===== config.mk =====
export PLATFORM = sky130hd
export DESIGN_NAME = pm_fixed_regs
export DESIGN_NICKNAME = d
export VERILOG_FILES = /design/src/rtl/pm_regs_pkg.sv /design/src/rtl/pm_timer.sv /design/src/rtl/pm_event_regs.sv /design/src/rtl/pm_sleep_ctrl.sv /design/src/rtl/pm_fixed_regs.sv
export SDC_FILE = /design/constraint.sdc
export NUM_CORES = 1
export LEC_CHECK = 0
export BUFFER_PORTS_ARGS = -buffer_cell sky130_fd_sc_hd__buf_4
export CAP_MARGIN = 20
export CORE_MARGIN = 4
export CORE_UTILIZATION = 29
export CTS_BUF_LIST = sky130_fd_sc_hd__clkbuf_4 sky130_fd_sc_hd__clkbuf_8 sky130_fd_sc_hd__clkbuf_16
export DETAILED_ROUTE_END_ITERATION = 12
export HOLD_SLACK_MARGIN = 0.12
export PLACE_DENSITY_LB_ADDON = 0.2
export SYNTH_ARGS = -nofsm -noshare
export SYNTH_HDL_FRONTEND = slang
export SYNTH_SLANG_ARGS = --single-unit

===== constraint.sdc =====
create_clock -name clk -period 5.3 [get_ports clk]
set_input_delay 0 -clock clk [delete_from_list [all_inputs] [get_ports clk]]
set_output_delay 0 -clock clk [all_outputs]
set_load 0.1 [all_outputs]

===== src/rtl/pm_regs_pkg.sv =====
package pm_regs_pkg;
  localparam int WIN_BITS = 6;
  localparam int BUS_W    = 32;
  localparam int REG_W    = 16;

  localparam logic [WIN_BITS-1:0] OFS_STS = 6'h00;
  localparam logic [WIN_BITS-1:0] OFS_EN  = 6'h02;
  localparam logic [WIN_BITS-1:0] OFS_CTL = 6'h04;
  localparam logic [WIN_BITS-1:0] OFS_TMR = 6'h08;

  localparam int B_TMR   = 0;
  localparam int B_GBL   = 5;
  localparam int B_PWR   = 8;
  localparam int B_RTC   = 10;
  localparam int B_WAKE  = 15;
  localparam int B_SCIEN = 0;
  localparam int B_SLPEN = 13;
  localparam int SLP_LO  = 10;

  localparam logic [REG_W-1:0] SCI_SRC_MASK =
    (16'h1 << B_TMR) | (16'h1 << B_GBL) | (16'h1 << B_PWR) | (16'h1 << B_RTC);

  localparam logic [7:0] CMD_ON  = 8'hF1;
  localparam logic [7:0] CMD_OFF = 8'hF0;

  typedef enum logic [1:0] {ACT_NONE, ACT_OFF, ACT_SUSPEND} slp_act_e;
endpackage


===== src/rtl/pm_timer.sv =====
module pm_timer #(
  parameter int TMR_W = 24
) (
  input  logic             clk,
  input  logic             rst,
  input  logic             tick_en,
  input  logic             rearm,
  output logic [TMR_W-1:0] cnt_q,
  output logic             ovf_hit
);
  localparam int TOP = TMR_W - 1;

  logic [TMR_W-1:0] cnt_nx;
  logic             arm_hi_q;   // armed point: 1 -> half range, 0 -> zero

  assign cnt_nx  = cnt_q + 1'b1;
  assign ovf_hit = tick_en && (cnt_nx[TOP] == arm_hi_q) && (cnt_nx[TOP-1:0] == '0);

  always_ff @(posedge clk) begin
    if (rst) begin
      cnt_q    <= '0;
      arm_hi_q <= 1'b1;
    end else begin
      if (tick_en) cnt_q <= cnt_nx;
      if (rearm)   arm_hi_q <= ~cnt_q[TOP];
    end
  end
endmodule


===== src/rtl/pm_event_regs.sv =====
module pm_event_regs
  import pm_regs_pkg::*;
(
  input  logic             clk,
  input  logic             rst,
  input  logic             wr_sts,
  input  logic             wr_en,
  input  logic [REG_W-1:0] wdata,
  input  logic             tmr_hit,
  input  logic             pwrbtn_evt,
  input  logic             rtc_evt,
  input  logic             gbl_evt,
  input  logic             wake_set,
  output logic [REG_W-1:0] sts_q,
  output logic [REG_W-1:0] en_q,
  output logic             sci_irq,
  output logic             rearm
);
  logic [REG_W-1:0] set_v, clr_v;

  assign rearm = wr_sts && wdata[B_TMR] && sts_q[B_TMR];

  always_comb begin
    set_v         = '0;
    set_v[B_TMR]  = tmr_hit;
    set_v[B_GBL]  = gbl_evt;
    set_v[B_RTC]  = rtc_evt;
    set_v[B_PWR]  = (pwrbtn_evt && en_q[B_PWR]) || wake_set;
    set_v[B_WAKE] = wake_set;
    clr_v         = wr_sts ? wdata : '0;
  end

  always_ff @(posedge clk) begin
    if (rst) begin
      sts_q   <= '0;
      en_q    <= '0;
      sci_irq <= 1'b0;
    end else begin
      sts_q   <= (sts_q & ~clr_v) | set_v;
      if (wr_en) en_q <= wdata;
      sci_irq <= |(sts_q & en_q & SCI_SRC_MASK);
    end
  end
endmodule


===== src/rtl/pm_sleep_ctrl.sv =====
module pm_sleep_ctrl
  import pm_regs_pkg::*;
(
  input  logic             clk,
  input  logic             rst,
  input  logic             wr_ctl,
  input  logic [REG_W-1:0] wdata,
  input  logic             cmd_wr,
  input  logic [7:0]       cmd_data,
  input  logic             smi_strap,
  output logic [REG_W-1:0] ctl_q,
  output logic             shutdown_req,
  output logic             reset_req,
  output logic             s3_ind,
  output logic             smi_pulse,
  output logic             wake_set
);
  slp_act_e         act;
  logic [REG_W-1:0] ctl_nx;

  always_comb begin
    act = ACT_NONE;
    if (wr_ctl && wdata[B_SLPEN]) begin
      case (wdata[SLP_LO +: 3])
        3'd0:    act = ACT_OFF;
        3'd1:    act = ACT_SUSPEND;
        default: act = ACT_NONE;
      endcase
    end
  end

  always_comb begin
    ctl_nx = ctl_q;
    if (wr_ctl) begin
      ctl_nx          = wdata;
      ctl_nx[B_SLPEN] = 1'b0;
    end
    if (cmd_wr) begin
      if (cmd_data == CMD_ON)  ctl_nx[B_SCIEN] = 1'b1;
      if (cmd_data == CMD_OFF) ctl_nx[B_SCIEN] = 1'b0;
    end
  end

  assign wake_set = (act == ACT_SUSPEND);

  always_ff @(posedge clk) begin
    if (rst) begin
      ctl_q        <= '0;
      shutdown_req <= 1'b0;
      reset_req    <= 1'b0;
      s3_ind       <= 1'b0;
      smi_pulse    <= 1'b0;
    end else begin
      ctl_q        <= ctl_nx;
      shutdown_req <= (act == ACT_OFF);
      reset_req    <= (act == ACT_SUSPEND);
      if (act == ACT_SUSPEND) s3_ind <= 1'b1;
      smi_pulse    <= cmd_wr && smi_strap;
    end
  end
endmodule


===== src/rtl/pm_fixed_regs.sv =====
module pm_fixed_regs
  import pm_regs_pkg::*;
#(
  parameter int TMR_W  = 24,
  parameter int ADDR_W = 16
) (
  input  logic              clk,
  input  logic              rst,
  input  logic              tick_en,
  input  logic              bus_wr,
  input  logic              bus_rd,
  input  logic              bus_size32,
  input  logic [ADDR_W-1:0] bus_addr,
  input  logic [BUS_W-1:0]  bus_wdata,
  output logic [BUS_W-1:0]  bus_rdata,
  input  logic              pwrbtn_evt,
  input  logic              rtc_evt,
  input  logic              gbl_evt,
  input  logic              cmd_wr,
  input  logic [7:0]        cmd_data,
  input  logic              smi_strap,
  output logic              sci_irq,
  output logic              shutdown_req,
  output logic              reset_req,
  output logic              s3_ind,
  output logic              smi_pulse
);
  logic [WIN_BITS-1:0] ofs;
  logic                wr16, wr_sts, wr_en, wr_ctl;
  logic [REG_W-1:0]    wd16, sts_q, en_q, ctl_q;
  logic [TMR_W-1:0]    cnt_q;
  logic                tmr_hit, rearm, wake_set;
  logic [BUS_W-1:0]    rd_mux;

  assign ofs    = bus_addr[WIN_BITS-1:0];
  assign wd16   = bus_wdata[REG_W-1:0];
  assign wr16   = bus_wr && !bus_size32;
  assign wr_sts = wr16 && (ofs == OFS_STS);
  assign wr_en  = wr16 && (ofs == OFS_EN);
  assign wr_ctl = wr16 && (ofs == OFS_CTL);

  pm_timer #(.TMR_W(TMR_W)) u_tmr (
    .clk(clk), .rst(rst), .tick_en(tick_en), .rearm(rearm),
    .cnt_q(cnt_q), .ovf_hit(tmr_hit)
  );

  pm_event_regs u_evt (
    .clk(clk), .rst(rst), .wr_sts(wr_sts), .wr_en(wr_en), .wdata(wd16),
    .tmr_hit(tmr_hit), .pwrbtn_evt(pwrbtn_evt), .rtc_evt(rtc_evt),
    .gbl_evt(gbl_evt), .wake_set(wake_set), .sts_q(sts_q), .en_q(en_q),
    .sci_irq(sci_irq), .rearm(rearm)
  );

  pm_sleep_ctrl u_slp (
    .clk(clk), .rst(rst), .wr_ctl(wr_ctl), .wdata(wd16), .cmd_wr(cmd_wr),
    .cmd_data(cmd_data), .smi_strap(smi_strap), .ctl_q(ctl_q),
    .shutdown_req(shutdown_req), .reset_req(reset_req), .s3_ind(s3_ind),
    .smi_pulse(smi_pulse), .wake_set(wake_set)
  );

  always_comb begin
    rd_mux = '0;
    if (!bus_size32) begin
      case (ofs)
        OFS_STS: rd_mux[REG_W-1:0] = sts_q;
        OFS_EN:  rd_mux[REG_W-1:0] = en_q;
        OFS_CTL: rd_mux[REG_W-1:0] = ctl_q;
        default: rd_mux = '0;
      endcase
    end else if (ofs == OFS_TMR) begin
      rd_mux[TMR_W-1:0] = cnt_q;
    end
  end

  always_ff @(posedge clk) begin
    if (rst)         bus_rdata <= '0;
    else if (bus_rd) bus_rdata <= rd_mux;
  end
endmodule


# After elaboration in Yosys (flattened, before gate mapping)
# Index checks and enable logic that the tools add are counted.
# W data, S select, Z words.
[classes]
n_reduce_logical = 17
n_bitwise = 5
muxes = 10
addsub = 1
eq_ne = 9
[ops]
columns = ["operator", "n"]
rows = [
  ["$mux W24", 2],
  ["$pmux W16 S3", 1],
  ["$add A24 B1 Y24 const B", 1],
  ["$logic_not A23 Y1", 1],
  ["$and A16 B16 Y16", 1],
  ["$eq A8 B8 Y1 const B", 2],
  ["$mux W16", 1],
  ["$not A16 Y16", 1],
  ["$or A16 B16 Y16", 1],
  ["$and A11 B11 Y11", 1],
  ["$logic_and A1 B1 Y1", 11],
  ["$eq A6 B2 Y1 const B", 1],
  ["$eq A6 B3 Y1 const B", 1],
  ["$eq A6 B4 Y1 const B", 1],
  ["$logic_not A6 Y1", 1],
  ["$mux W1", 4],
  ["$pmux W2 S2", 1],
  ["$reduce_or A4 Y1", 1],
  ["$eq A3 B1 Y1 const B", 1],
  ["$logic_not A3 Y1", 1],
  ["$eq A2 B1 Y1 const B", 1],
  ["$eq A2 B2 Y1 const B", 1],
  ["$mux W2", 1],
  ["$eq A1 B1 Y1", 1],
  ["other kinds (3)", 3],
]
[totals]
elab_cells = 54
in_bits = 67
reg_bits = 101

# Depth between registers and ports, before layout
[depth]
depth_word = 8
depth_mapped = 8
mapped_depth_nobuf = 7

# Cells and area by module
# Synthesis repeated with hierarchy kept, for this count alone.
[unflattened]
hier_cells = 498
area_unflattened_um2 = 4795.8
[by_module_without_submodules]
columns = ["module", "cells_per_inst", "area_per_inst_um2", "instances"]
rows = [
  ["pm_timer", 191, 1508.9, 1],
  ["pm_fixed_regs", 131, 1411.4, 1],
  ["pm_event_regs", 108, 1171.1, 1],
  ["pm_sleep_ctrl", 68, 704.4, 1],
]

# Worst setup path before layout
# No wires, ideal clock.
[synth_timing]
kind = "reg-to-reg"
start = "register u_tmr.cnt_q[0]"
end = "register u_tmr.cnt_q[18]"
path_buffers = 0
required_time_ns = 5.172
path_stages_with_launch = 8
arrival_ns = 1.778
setup_slack_ns = 3.394
period_less_slack_ns = 1.906
path_cell_list = "dfxtp_1 -> ha_1 -> nand4_1 -> nor3_1 -> nor2b_1 -> nand3_1 -> xor2_1 -> nor2_1"
[synth_between]
elab_chain_len = 1
[synth_rtl]
columns = ["item", "line", "text"]
rows = [
  ["from (decl)", "pm_timer.sv:8", "output logic [TMR_W-1:0] cnt_q,"],
  ["from (signal assigned)", "pm_timer.sv:24", "if (tick_en) cnt_q <= cnt_nx;"],
  ["$add A24 B1 Y24", "pm_timer.sv:16", "assign cnt_nx = cnt_q + 1'b1;"],
]
# No other way between the ends.
# A chain may end at the register's enable or synchronous reset.

# Final worst setup path
[layout_timing]
start = "input port bus_addr[2]"
end = "register u_evt.sts_q[5]"
[layout_between]
elab_chain_len = 6
[layout_rtl]
columns = ["item", "line", "text"]
rows = [
  ["from (decl)", "pm_fixed_regs.sv:13", "input logic [ADDR_W-1:0] bus_addr,"],
  ["$logic_not A6 Y1", "pm_fixed_regs.sv:38", "assign wr_sts = wr16 && (ofs == OFS_STS);"],
  ["$logic_and A1 B1 Y1", "pm_fixed_regs.sv:38", ""],
  ["$mux W16", "pm_event_regs.sv:30", "clr_v = wr_sts ? wdata : '0;"],
  ["$not A16 Y16", "pm_event_regs.sv:39", "sts_q <= (sts_q & ~clr_v) | set_v;"],
  ["$and A16 B16 Y16", "pm_event_regs.sv:39", ""],
  ["$or A16 B16 Y16", "pm_event_regs.sv:39", ""],
  ["to (signal assigned)", "pm_event_regs.sv:39", ""],
  ["to (decl)", "pm_event_regs.sv:14", "output logic [REG_W-1:0] sts_q,"],
]
# No other way between the ends.

==> summary.md <==
| Metric | Value |
|---|---|
| Placer congestion estimate | 0.8566 |
| Syn avg cell area | 8.233 um2 |
| Yosys top cell area share | 43.55% |
| Maximum vdd drop | 0.0001343 V |
| Share of flip-flops with an asynchronous set or reset | 0% |
| CTS tree | built |
| Critical Path, Cell by Cell | dlygate4sd3_1 -> buf_4 -> or4_4 -> nor3_4 -> and2_1 -> nand2_1 -> a21oi_1 -> dlygate4sd3_1 -> nor2_1 |
| Clk root buf | clkbuf_16 |
| Post-synth design cell area | 4643 um2 |
| Area after DPL | 5211 um2 |
| Pin count of the biggest net entering global routing | 103 |
| Num rows | 45 |
| Main synth FF type | dfxtp_1 |
| Worst Setup Start Kind | input port |
| Multi-input logic area | 2374 um2 |
| Post-synth EDFFs | 0 |
| Largest cells by area after synthesis | dfxtp_1 (44%), a21oi_1 (6.5%), nand3_1 (5.4%) |
| CTS buffer count | 9 |
| CP max stage delay | 0.76 ns |
| Share of layout cells above drive strength 1 | 15.95% |
| DP HPWL | 8658 um |
| TritonRoute pass-1 iters | 5 |
| Setup Slack @ Placement | 2.504 ns |
| CTS H-tree lvls | 3 |
| Post-route setup slack | 1.971 ns |
| Hold WC Path Type | in2reg |
| Setup crit end kind | flip-flop |
| Setup Skew | 0.006213 ns |
| Antenna violations before repair | 0 |
| Cell area after layout | 5822 um2 |
| RSZ-0062 raised after global routing | false |
| Max Slew Vio Count | 0 |
| Worst EP arrival | 3.54 ns |
| Setup Buffers After CTS | 0 |
| Most frequent cells in the layout | dfxtp_1 (101), buf_4 (72), nand2_1 (62) |
| Util after Layout | 37.74% |
| WL/cell | 15.60 um |
| CP delay by family, top | simple AND/OR/NAND/NOR gates |
| Crit path top cell by count | dlygate4sd3_1 |
| Sequential cell area | 2022 um2 |
| Yosys top cell by area | dfxtp_1 |
| NumNets Final | 690 |
| WL final | 13080 um |
| Fmax | 0.3004 GHz |
| Non-Filler Instances | 838 |
| Max layer used | met4 |
| Worst hold margin | 0.1431 ns |
| Drt via density | 5.078 |
| Port Buffers | 69 |
| Synthesis Warnings | 0 |
| Fillers | 1606 |
| Tcrit/Tclk final | 62.80% |
| Metal2 WL | 6268 um |
| Crit-path max FO | 17 |
| CP Class | in2reg |
| Critical path's slowest cell | and2_1 |
| Slew HR | 31.56% |
| Hold path startpoint | bus_rd |
| Cell leakage power | 2.050 nW |
| Worst R2R Start | u_tmr.cnt_q[0]$_SDFFE_PP0P_ |
| Clock transition at path regs | 0.07 ns |
| Worst path required time | 5.51 ns |
| Worst Max-Slew Pin Slew | 1.027 ns |
| Top Ports | 104 |
| Final min period | 3.329 ns |
| Placed Cells | 794 |
| Full die area | 18100 um2 |
| Vias in the first global route | 4025 |
| Ant diodes | 0 |
| Final ANT Viol Nets | 0 |
| Total power | 1.680 mW |
| Setup violations, final | 0 |
| Core box area | 15430 um2 |
| First-pass GRT wire length | 21030 um |
| Commonest non-fill, non-tap cell in the layout | dfxtp_1 |
| M1 WL | 6003 um |
| Vias | 4255 |
| Synth cell types | 48 |
| Worst Setup SP | bus_addr[2] |
| Met3 routed wirelength | 562 um |
| PwrDens | 288.5 nW/um2 |
| DRT iter0 DRCs | 350 |
| Sequential-to-total area share from yosys stat | 43.55% |
| Clock sinks | 101 |
| Aggregate global routing overflow | 0 |
| Die width | 134.5 um |
| Hold violation count in the final report | 0 |
| Die Height | 134.5 um |
| Cells after Synth | 564 |
| Status | completed |
| Number of remaining DRC errors | 0 |
| CP bufs+invs | 3 |
| Setup TNS | 0 ns |
| Max Buffers Root-to-Sink | 2 |
| Synthesized flop and latch total | 101 |
| Worst-Skew Late Latency | 0.35 ns |
| Synthesis-to-finish area growth | 25.38% |
| Max cap viols | 0 |
| Gr usage total | 14.48% |
| Initial Util | 30.10% |
## cells in the mapped netlist, types with 3 or more instances
master,number
dfxtp_1,101
nand2_1,62
a21oi_1,60
nand3_1,50
nor2_1,42
clkbuf_1,37
nand2b_1,20
o21ai_0,17
o211ai_1,16
xor2_1,16
a222oi_1,15
xnor2_1,13
buf_2,12
nand4_1,12
buf_4,10
nor3_1,9
o21ai_1,8
nor4_1,7
or3_1,7
a22oi_1,4
and3_1,4
a211o_1,3
inv_1,3
## area by class of cell
type                       count  share of cell area, %
tap                          211                  4.535
clock inverter                 5                  1.440
inverter                       3                 0.1934
multi-input combinational    407                  40.77
timing repair buffer         100                  14.10
sequential                   101                  34.73
clock buffer                  11                  4.234
## routing by layer
metal	vias up	track usage, %
met3	17	2.385
met2	122	23.44
li1	2105	-
met5	-	0
met4	0	5.600
met1	2011	19.41
## worst reg2reg max path, cell delays in order (launching register included)
cell and delay [ns]:
dfxtp_1 0.48, ha_1 0.31, nand4_1 0.35, nor3_1 0.55
nor2b_1 0.31, nand3_1 0.12, xor2_1 0.15, nor2_1 0.05
## power breakdown
group | switching [mW] | internal (mW) | leakage (nW)
clock | 0.292 | 0.433 | 0.155
sequential | 0.00870 | 0.768 | 0.817
combinational | 0.123 | 0.0550 | 1.08
## path summary, 6_finish.rpt
| kind | slack [ns] | cells past startpoint | end |
|---|---|---|---|
| max | 1.97 | 9 | u_evt.sts_q[5]$_SDFF_PP0_ |
| min | 0.14 | 3 | bus_rdata[23]$_SDFFE_PP0P_ |
| max reg2reg | 2.82 | 7 | u_tmr.cnt_q[18]$_SDFFE_PP0P_ |
| min reg2reg | 0.45 | 2 | u_evt.sts_q[13]$_SDFF_PP0_ |
## registers in the layout (all words and copies together) (netlist names)
signal              cells
u_evt.sci_irq           1
u_evt.sts_q            16
u_tmr.arm_hi_q          1
u_slp.shutdown_req      1
u_slp.ctl_q            15
u_tmr.cnt_q            24
u_slp.smi_pulse         1
u_slp.s3_ind            1
bus_rdata              24
u_evt.en_q             16
u_slp.reset_req         1
## logic make-up after synthesis
logic type / synth area share, %
buffers and inverters: 6.225
XOR/XNOR: 5.470
AO/OA/AOI/OAI: 17.38
AND/OR/NAND/NOR: 26.60
multiplexers: 0.4312
other: 0.08076
flip-flops: 43.55
adder cells (fa/ha/maj): 0.2694
## repair_timing
| item | in CTS | in global routing |
|---|---|---|
| hold buffers | 28 | 0 |
| gates resized for setup | 0 | 0 |
| endpoints found under the setup margin | 0 | 0 |
| endpoints found under the hold margin | 64 | 0 |
Power figures use the tool's default switching activity.
